### config.mk
export PLATFORM = sky130hd
export DESIGN_NAME = acc_rst_ctl
export DESIGN_NICKNAME = d
export VERILOG_FILES = /design/src/rtl/acc_rst_pkg.sv /design/src/rtl/acc_rst_seq.sv /design/src/rtl/acc_irq_bank.sv /design/src/rtl/acc_rd_mux.sv /design/src/rtl/acc_rst_ctl.sv
export SDC_FILE = /design/constraint.sdc
export NUM_CORES = 1
export LEC_CHECK = 0
export BUFFER_PORTS_ARGS = -buffer_cell sky130_fd_sc_hd__buf_2
export CORE_ASPECT_RATIO = 0.75
export CORE_UTILIZATION = 40
export CTS_CLUSTER_DIAMETER = 150
export DETAILED_ROUTE_END_ITERATION = 12
export GPL_ROUTABILITY_DRIVEN = 1
export PLACE_DENSITY_LB_ADDON = 0.05
export SLEW_MARGIN = 0
export SYNTH_ARGS = -nofsm -noshare
export SYNTH_HDL_FRONTEND = slang
export SYNTH_SLANG_ARGS = --single-unit
export TNS_END_PERCENT = 10
### constraint.sdc
create_clock -name clk -period 1.4 [get_ports clk]
set_input_delay 0.14 -clock clk [delete_from_list [all_inputs] [get_ports clk]]
set_output_delay 0.14 -clock clk [all_outputs]
set_load 0.01 [all_outputs]
### src/rtl/acc_rst_pkg.sv
package acc_rst_pkg;
   localparam int unsigned NSRC     = 3;
   localparam int unsigned SRC_DONE = 0;
   localparam int unsigned SRC_ERR  = 1;
   localparam int unsigned SRC_ADDR = 2;
   localparam int unsigned RC_FULL  = 0;
   localparam int unsigned RC_MODI  = 1;
   localparam int unsigned RC_IRQR  = 2;
   localparam int unsigned RC_W     = 3;

   typedef enum logic [1:0] {
      SEL_RCTL  = 2'd0,
      SEL_STAT  = 2'd1,
      SEL_ISTAT = 2'd2,
      SEL_IMASK = 2'd3
   } reg_sel_e;
endpackage

### src/rtl/acc_rst_seq.sv
module acc_rst_seq
   import acc_rst_pkg::*;
#(
   parameter int unsigned INIT_CYCLES = 16
) (
   input  logic            clk,
   input  logic            rst_n,
   input  logic            req_vld,
   input  logic [RC_W-1:0] req_bits,
   output logic            busy,
   output logic            init_done,
   output logic [RC_W-1:0] rctl_q,
   output logic            stat_clr,
   output logic            mask_rst
);
   localparam int unsigned CNT_W = (INIT_CYCLES > 2) ? $clog2(INIT_CYCLES) : 1;
   localparam logic [CNT_W-1:0] CNT_LAST = CNT_W'(INIT_CYCLES - 1);

   logic             full_win, modi_win, irqr_win;
   logic [CNT_W-1:0] cnt_q;

   always_comb begin
      full_win = req_vld & req_bits[RC_FULL];
      modi_win = req_vld & ~req_bits[RC_FULL] & req_bits[RC_MODI];
      irqr_win = req_vld & ~req_bits[RC_FULL] & ~req_bits[RC_MODI] & req_bits[RC_IRQR];
      stat_clr = full_win | modi_win | irqr_win;
      mask_rst = full_win;
   end

   always_ff @(posedge clk or negedge rst_n) begin
      if (!rst_n) begin
         busy      <= 1'b1;
         cnt_q     <= '0;
         init_done <= 1'b0;
         rctl_q    <= '0;
      end else if (full_win | modi_win) begin
         busy      <= 1'b1;
         cnt_q     <= '0;
         init_done <= 1'b0;
         rctl_q    <= '0;
         rctl_q[RC_FULL] <= full_win;
         rctl_q[RC_MODI] <= modi_win;
      end else begin
         rctl_q[RC_IRQR] <= irqr_win;
         if (busy) begin
            if (cnt_q == CNT_LAST) begin
               busy            <= 1'b0;
               init_done       <= 1'b1;
               rctl_q[RC_FULL] <= 1'b0;
               rctl_q[RC_MODI] <= 1'b0;
            end else begin
               cnt_q <= cnt_q + 1'b1;
            end
         end
      end
   end
endmodule

### src/rtl/acc_irq_bank.sv
module acc_irq_bank
   import acc_rst_pkg::*;
#(
   parameter int unsigned N = NSRC
) (
   input  logic         clk,
   input  logic         rst_n,
   input  logic         clr,
   input  logic         mask_rst,
   input  logic [N-1:0] ev,
   input  logic         mask_we,
   input  logic [N-1:0] mask_wd,
   output logic [N-1:0] istat,
   output logic [N-1:0] imask,
   output logic         irq
);
   for (genvar g = 0; g < N; g++) begin : g_src
      always_ff @(posedge clk or negedge rst_n) begin
         if (!rst_n)     istat[g] <= 1'b0;
         else if (clr)   istat[g] <= 1'b0;
         else if (ev[g]) istat[g] <= 1'b1;
      end
   end

   always_ff @(posedge clk or negedge rst_n) begin
      if (!rst_n)        imask <= '1;
      else if (mask_rst) imask <= '1;
      else if (mask_we)  imask <= mask_wd;
   end

   assign irq = |(istat & ~imask);
endmodule

### src/rtl/acc_rd_mux.sv
module acc_rd_mux
   import acc_rst_pkg::*;
#(
   parameter int unsigned DATA_W = 32
) (
   input  logic              hit,
   input  reg_sel_e          sel,
   input  logic [RC_W-1:0]   rctl,
   input  logic              init_done,
   input  logic [NSRC-1:0]   istat,
   input  logic [NSRC-1:0]   imask,
   output logic [DATA_W-1:0] rdata
);
   always_comb begin
      rdata = '0;
      if (hit) begin
         unique case (sel)
            SEL_RCTL:  rdata[RC_W-1:0] = rctl;
            SEL_STAT:  rdata[0]        = init_done;
            SEL_ISTAT: rdata[NSRC-1:0] = istat;
            SEL_IMASK: rdata[NSRC-1:0] = imask;
            default:   rdata           = '0;
         endcase
      end
   end
endmodule

### src/rtl/acc_rst_ctl.sv
module acc_rst_ctl
   import acc_rst_pkg::*;
#(
   parameter int unsigned ADDR_W      = 4,
   parameter int unsigned DATA_W      = 32,
   parameter int unsigned INIT_CYCLES = 16
) (
   input  logic              clk,
   input  logic              rst_n,
   input  logic              bus_wr,
   input  logic [ADDR_W-1:0] bus_addr,
   input  logic [DATA_W-1:0] bus_wdata,
   output logic [DATA_W-1:0] bus_rdata,
   input  logic              eng_done,
   input  logic              eng_err,
   output logic              eng_clear,
   output logic              irq
);
   if (ADDR_W < 2) begin : g_bad_addr
      $error("ADDR_W must be at least 2");
   end
   if (DATA_W < NSRC) begin : g_bad_data
      $error("DATA_W must hold every interrupt source");
   end
   if (INIT_CYCLES < 2) begin : g_bad_init
      $error("INIT_CYCLES must be at least 2");
   end

   logic            addr_hit;
   reg_sel_e        sel;
   logic            busy, init_done, stat_clr, mask_rst;
   logic [RC_W-1:0] rctl_q;
   logic [NSRC-1:0] istat_q, imask_q, ev;
   logic            wr_rctl, wr_stat, wr_mask;
   logic            unused_wdata;

   if (ADDR_W > 2) begin : g_hi_dec
      assign addr_hit = (bus_addr[ADDR_W-1:2] == '0);
   end else begin : g_no_hi
      assign addr_hit = 1'b1;
   end

   assign sel          = reg_sel_e'(bus_addr[1:0]);
   assign unused_wdata = ^bus_wdata;

   always_comb begin
      wr_rctl = bus_wr & addr_hit & (sel == SEL_RCTL);
      wr_stat = bus_wr & addr_hit & (sel == SEL_STAT)  & ~busy;
      wr_mask = bus_wr & addr_hit & (sel == SEL_IMASK) & ~busy;
      ev           = '0;
      ev[SRC_DONE] = eng_done & ~busy;
      ev[SRC_ERR]  = eng_err  & ~busy;
      ev[SRC_ADDR] = wr_stat;
   end

   acc_rst_seq #(.INIT_CYCLES(INIT_CYCLES)) u_seq (
      .clk       (clk),
      .rst_n     (rst_n),
      .req_vld   (wr_rctl),
      .req_bits  (bus_wdata[RC_W-1:0]),
      .busy      (busy),
      .init_done (init_done),
      .rctl_q    (rctl_q),
      .stat_clr  (stat_clr),
      .mask_rst  (mask_rst)
   );

   acc_irq_bank #(.N(NSRC)) u_irq (
      .clk      (clk),
      .rst_n    (rst_n),
      .clr      (stat_clr),
      .mask_rst (mask_rst),
      .ev       (ev),
      .mask_we  (wr_mask),
      .mask_wd  (bus_wdata[NSRC-1:0]),
      .istat    (istat_q),
      .imask    (imask_q),
      .irq      (irq)
   );

   acc_rd_mux #(.DATA_W(DATA_W)) u_rd (
      .hit       (addr_hit),
      .sel       (sel),
      .rctl      (rctl_q),
      .init_done (init_done),
      .istat     (istat_q),
      .imask     (imask_q),
      .rdata     (bus_rdata)
   );

   assign eng_clear = busy;
endmodule

==> summary.txt <==
Placed design
  – Place WS: 0.05586 ns
  – Dpl hpwl: 1573 um
  – Total placed cells including tap cells: around 160
  – Placed cell area: 1074 um^2
  – Port Buffers: 16
  – GP Congestion: roughly 0.8

STA
  – Post-route setup slack: -0.1744 ns
  – Setup violators final: 3
  – Final hold slack: 0.1033 ns
  – Fin. Hold Viols: 0
  – RSZ-0062 raised after global routing: true
  – Fin crit period: 1.574 ns
  – Fin Clk Skew: 0.007214 ns
  – Setup_tns: -0.3379 ns
  – FMAX: 635.2 MHz
  – Slew Limit Fails: 0
  – Fin crit share: 112.5%

Clock tree
  – Clock buffer count from CTS: 3
  – CTS tree: yes
  – Clk_lat worst skew: 0.29 ns
  – Clk buf depth: 2
  – Num Clock Sinks: 15
  – Clk root buf: clkbuf_4
  – Worst-path clk slew: approximately 0.1 ns
  – H-Tree Depth: 1

Logic synthesis
  – Mean post-synth cell area: 9.279 um^2
  – Most used DFF post-synth: dfrtp_1
  – Register area share after synthesis: 36.28%
  – Post-synthesis cell count: 113
  – Number of flops mapped to enable cells by yosys: 0
  – Synth Warn #: 0
  – Asr flop ratio synth: 100.0%
  – Synth cell types: 35
  – Mapped Area: between 1000 and 1500 um^2
  – Flops & latches, synth: 15

Routing
  – Initial DRC count: 22
  – Max layer used: met4
  – Met1 wire length: approximately 1100 um
  – First-pass iteration count of the detailed router: 4
  – Via count: about 800
  – Via density: about 4.8
  – Routed wire length: 2100 um
  – Met2 Wirelength: 838 um
  – Remaining DRCs: 0
  – Antenna Nets Post-Route: 0
  – Avg WL per Cell: 12.43 um
  – Met3 Wirelength: 169 um

Hold path
  – Min-Delay Endpoint: u_irq.imask[2]$_DFFE_PN1P_
  – Hold depth: 3
  – Hold_sp: bus_wdata[2]
  – Worst hold-check path type: in2reg

Run status
  – Failing checks: negative setup slack
  – Status: complete, but fails checks

Floorplan
  – Core Rows: 15
  – Core Region: 2384 um^2
  – Die Height: between 40 and 50 um
  – Initial Util: 43.99%
  – Die span in x: 61.12 um
  – Die area: 2832 um^2
  – Num ports: 75

Global routing
  – Initial antenna violation count: 0
  – Largest net degree at the start of global routing: 16
  – Total gr overflow: 0
  – Number of global-route vias before repair: ~660
  – GRT Overall Usage: 16.31%
  – First-pass GRT wire length: 3174 um

Setup path
  – Crit path DAT: 1.43 ns
  – CP endpoint kind: output pin
  – Setup CP Type: reg2out
  – CP Max Fanout: 2
  – Reg2Reg Setup Slack: 0.07 ns
  – R2R Path Start: u_seq.cnt_q[0]$_DFFE_PN0P_
  – Required @ worst endpoint: 1.26 ns
  – R2R depth: 4
  – CP startpoint kind: flop
  – Worst r2r dst: u_seq.cnt_q[0]$_DFFE_PN0P_

Final layout
  – Diode count: 0
  – Most frequent cells in the layout: 29 x conb_1, 16 x buf_2, 11 x dfrtp_1, 8 x nand3_1, 8 x a21oi_1
  – Layout cells sized above 1: 27.41%
  – Final core utilization: 47.45%
  – Post-route insts no fill: 169
  – Net count, final: about 180
  – Fin area: 1131 um^2
  – Commonest non-fill, non-tap cell in the layout: conb_1
  – Layout area overhead: 7.875%

Flow run
  – Max-cap check violation count: 0

Power
  – PwrDens: 1406 nW/um^2
  – Tot Pwr: 1.590 mW
  – Leakage: 0.5561 nW
  – Peak VDD IR: about 630 uV
synthesized netlist by cell type, drive strengths merged (4+ instances only):
library cell   n  area (um^2)
nand3          8        40.04
buf           32        232.7
nor3           6        35.03
inv            6        22.52
dfstp          4        105.1
dfrtp         11        275.3
a21oi          8        40.04
o21ai          5        25.02
cells by family (layout without fill, tap and decap cells):
group                      after synthesis  count (layout)  share of synthesized area [%]
and+or+nand+nor                         32              32                          19.81
buffers and inverters                   38              32                          24.34
other                                    1              29                         0.3577
DFF                                     15              15                          36.28
muxes                                    3               3                          4.296
adders and majority gates                1               1                          1.193
AOI/OAI and AO/OA                       23              23                          13.72
sequential cells by signal, summed over array words and instances, names as in the netlist:
signal and cells:
u_seq.busy 1, u_seq.rctl_q 3, u_irq.istat 3, u_seq.cnt_q 4
u_irq.imask 3, u_seq.init_done 1
layer usage:
metal,up-vias,global-route usage (%)
met2,46,23.70
met4,0,2.727
met3,2,5.899
met1,379,23.40
li1,389,-
met5,-,0
worst max-delay path: stages, from the launching register on:
cell	delay [ns]
dfrtp_1	0.39
mux4_2	0.45
nor3b_2	0.16
buf_2	0.13
layout make-up:
class	instances	area, um^2
repair buffers	22	127.6
flip-flops and latches	15	380.4
fillers	234	1252
well taps	34	42.54
clock buffers	4	26.28
multi-input cells	88	531.8
inverters	6	22.52
worst max path at each step:
stage | from | end | slack, ns
4_1_cts | u_seq.init_done$_DFFE_PN0P_ | bus_rdata[0] | -0.17
2_1_floorplan | u_seq.busy$_DFF_PN1_ | u_seq.cnt_q[0]$_DFFE_PN0P_ | 0.08
3_3_place_gp | u_seq.busy$_DFF_PN1_ | u_seq.cnt_q[0]$_DFFE_PN0P_ | 0.08
6_report | u_seq.init_done$_DFFE_PN0P_ | bus_rdata[0] | -0.17
5_1_grt | u_seq.init_done$_DFFE_PN0P_ | bus_rdata[0] | -0.21
3_5_place_dp | u_seq.busy$_DFF_PN1_ | u_seq.cnt_q[0]$_DFFE_PN0P_ | 0.06
repair_timing:
action | CTS | global route
pin swaps | 1 | 0
endpoints found under the hold margin | 11 | 0
setup endpoints to repair | 3 | 4
setup buffers | 1 | 0
hold buffers | 1 | 0
gates resized for setup | 2 | 2
where the power goes:
group	switching (mW)	internal, mW	leakage (nW)
combinational	0.279	0.262	0.369
sequential	0.160	0.632	0.172
clock	0.146	0.111	0.0150
Note: power is estimated with default switching activity, not from simulation.
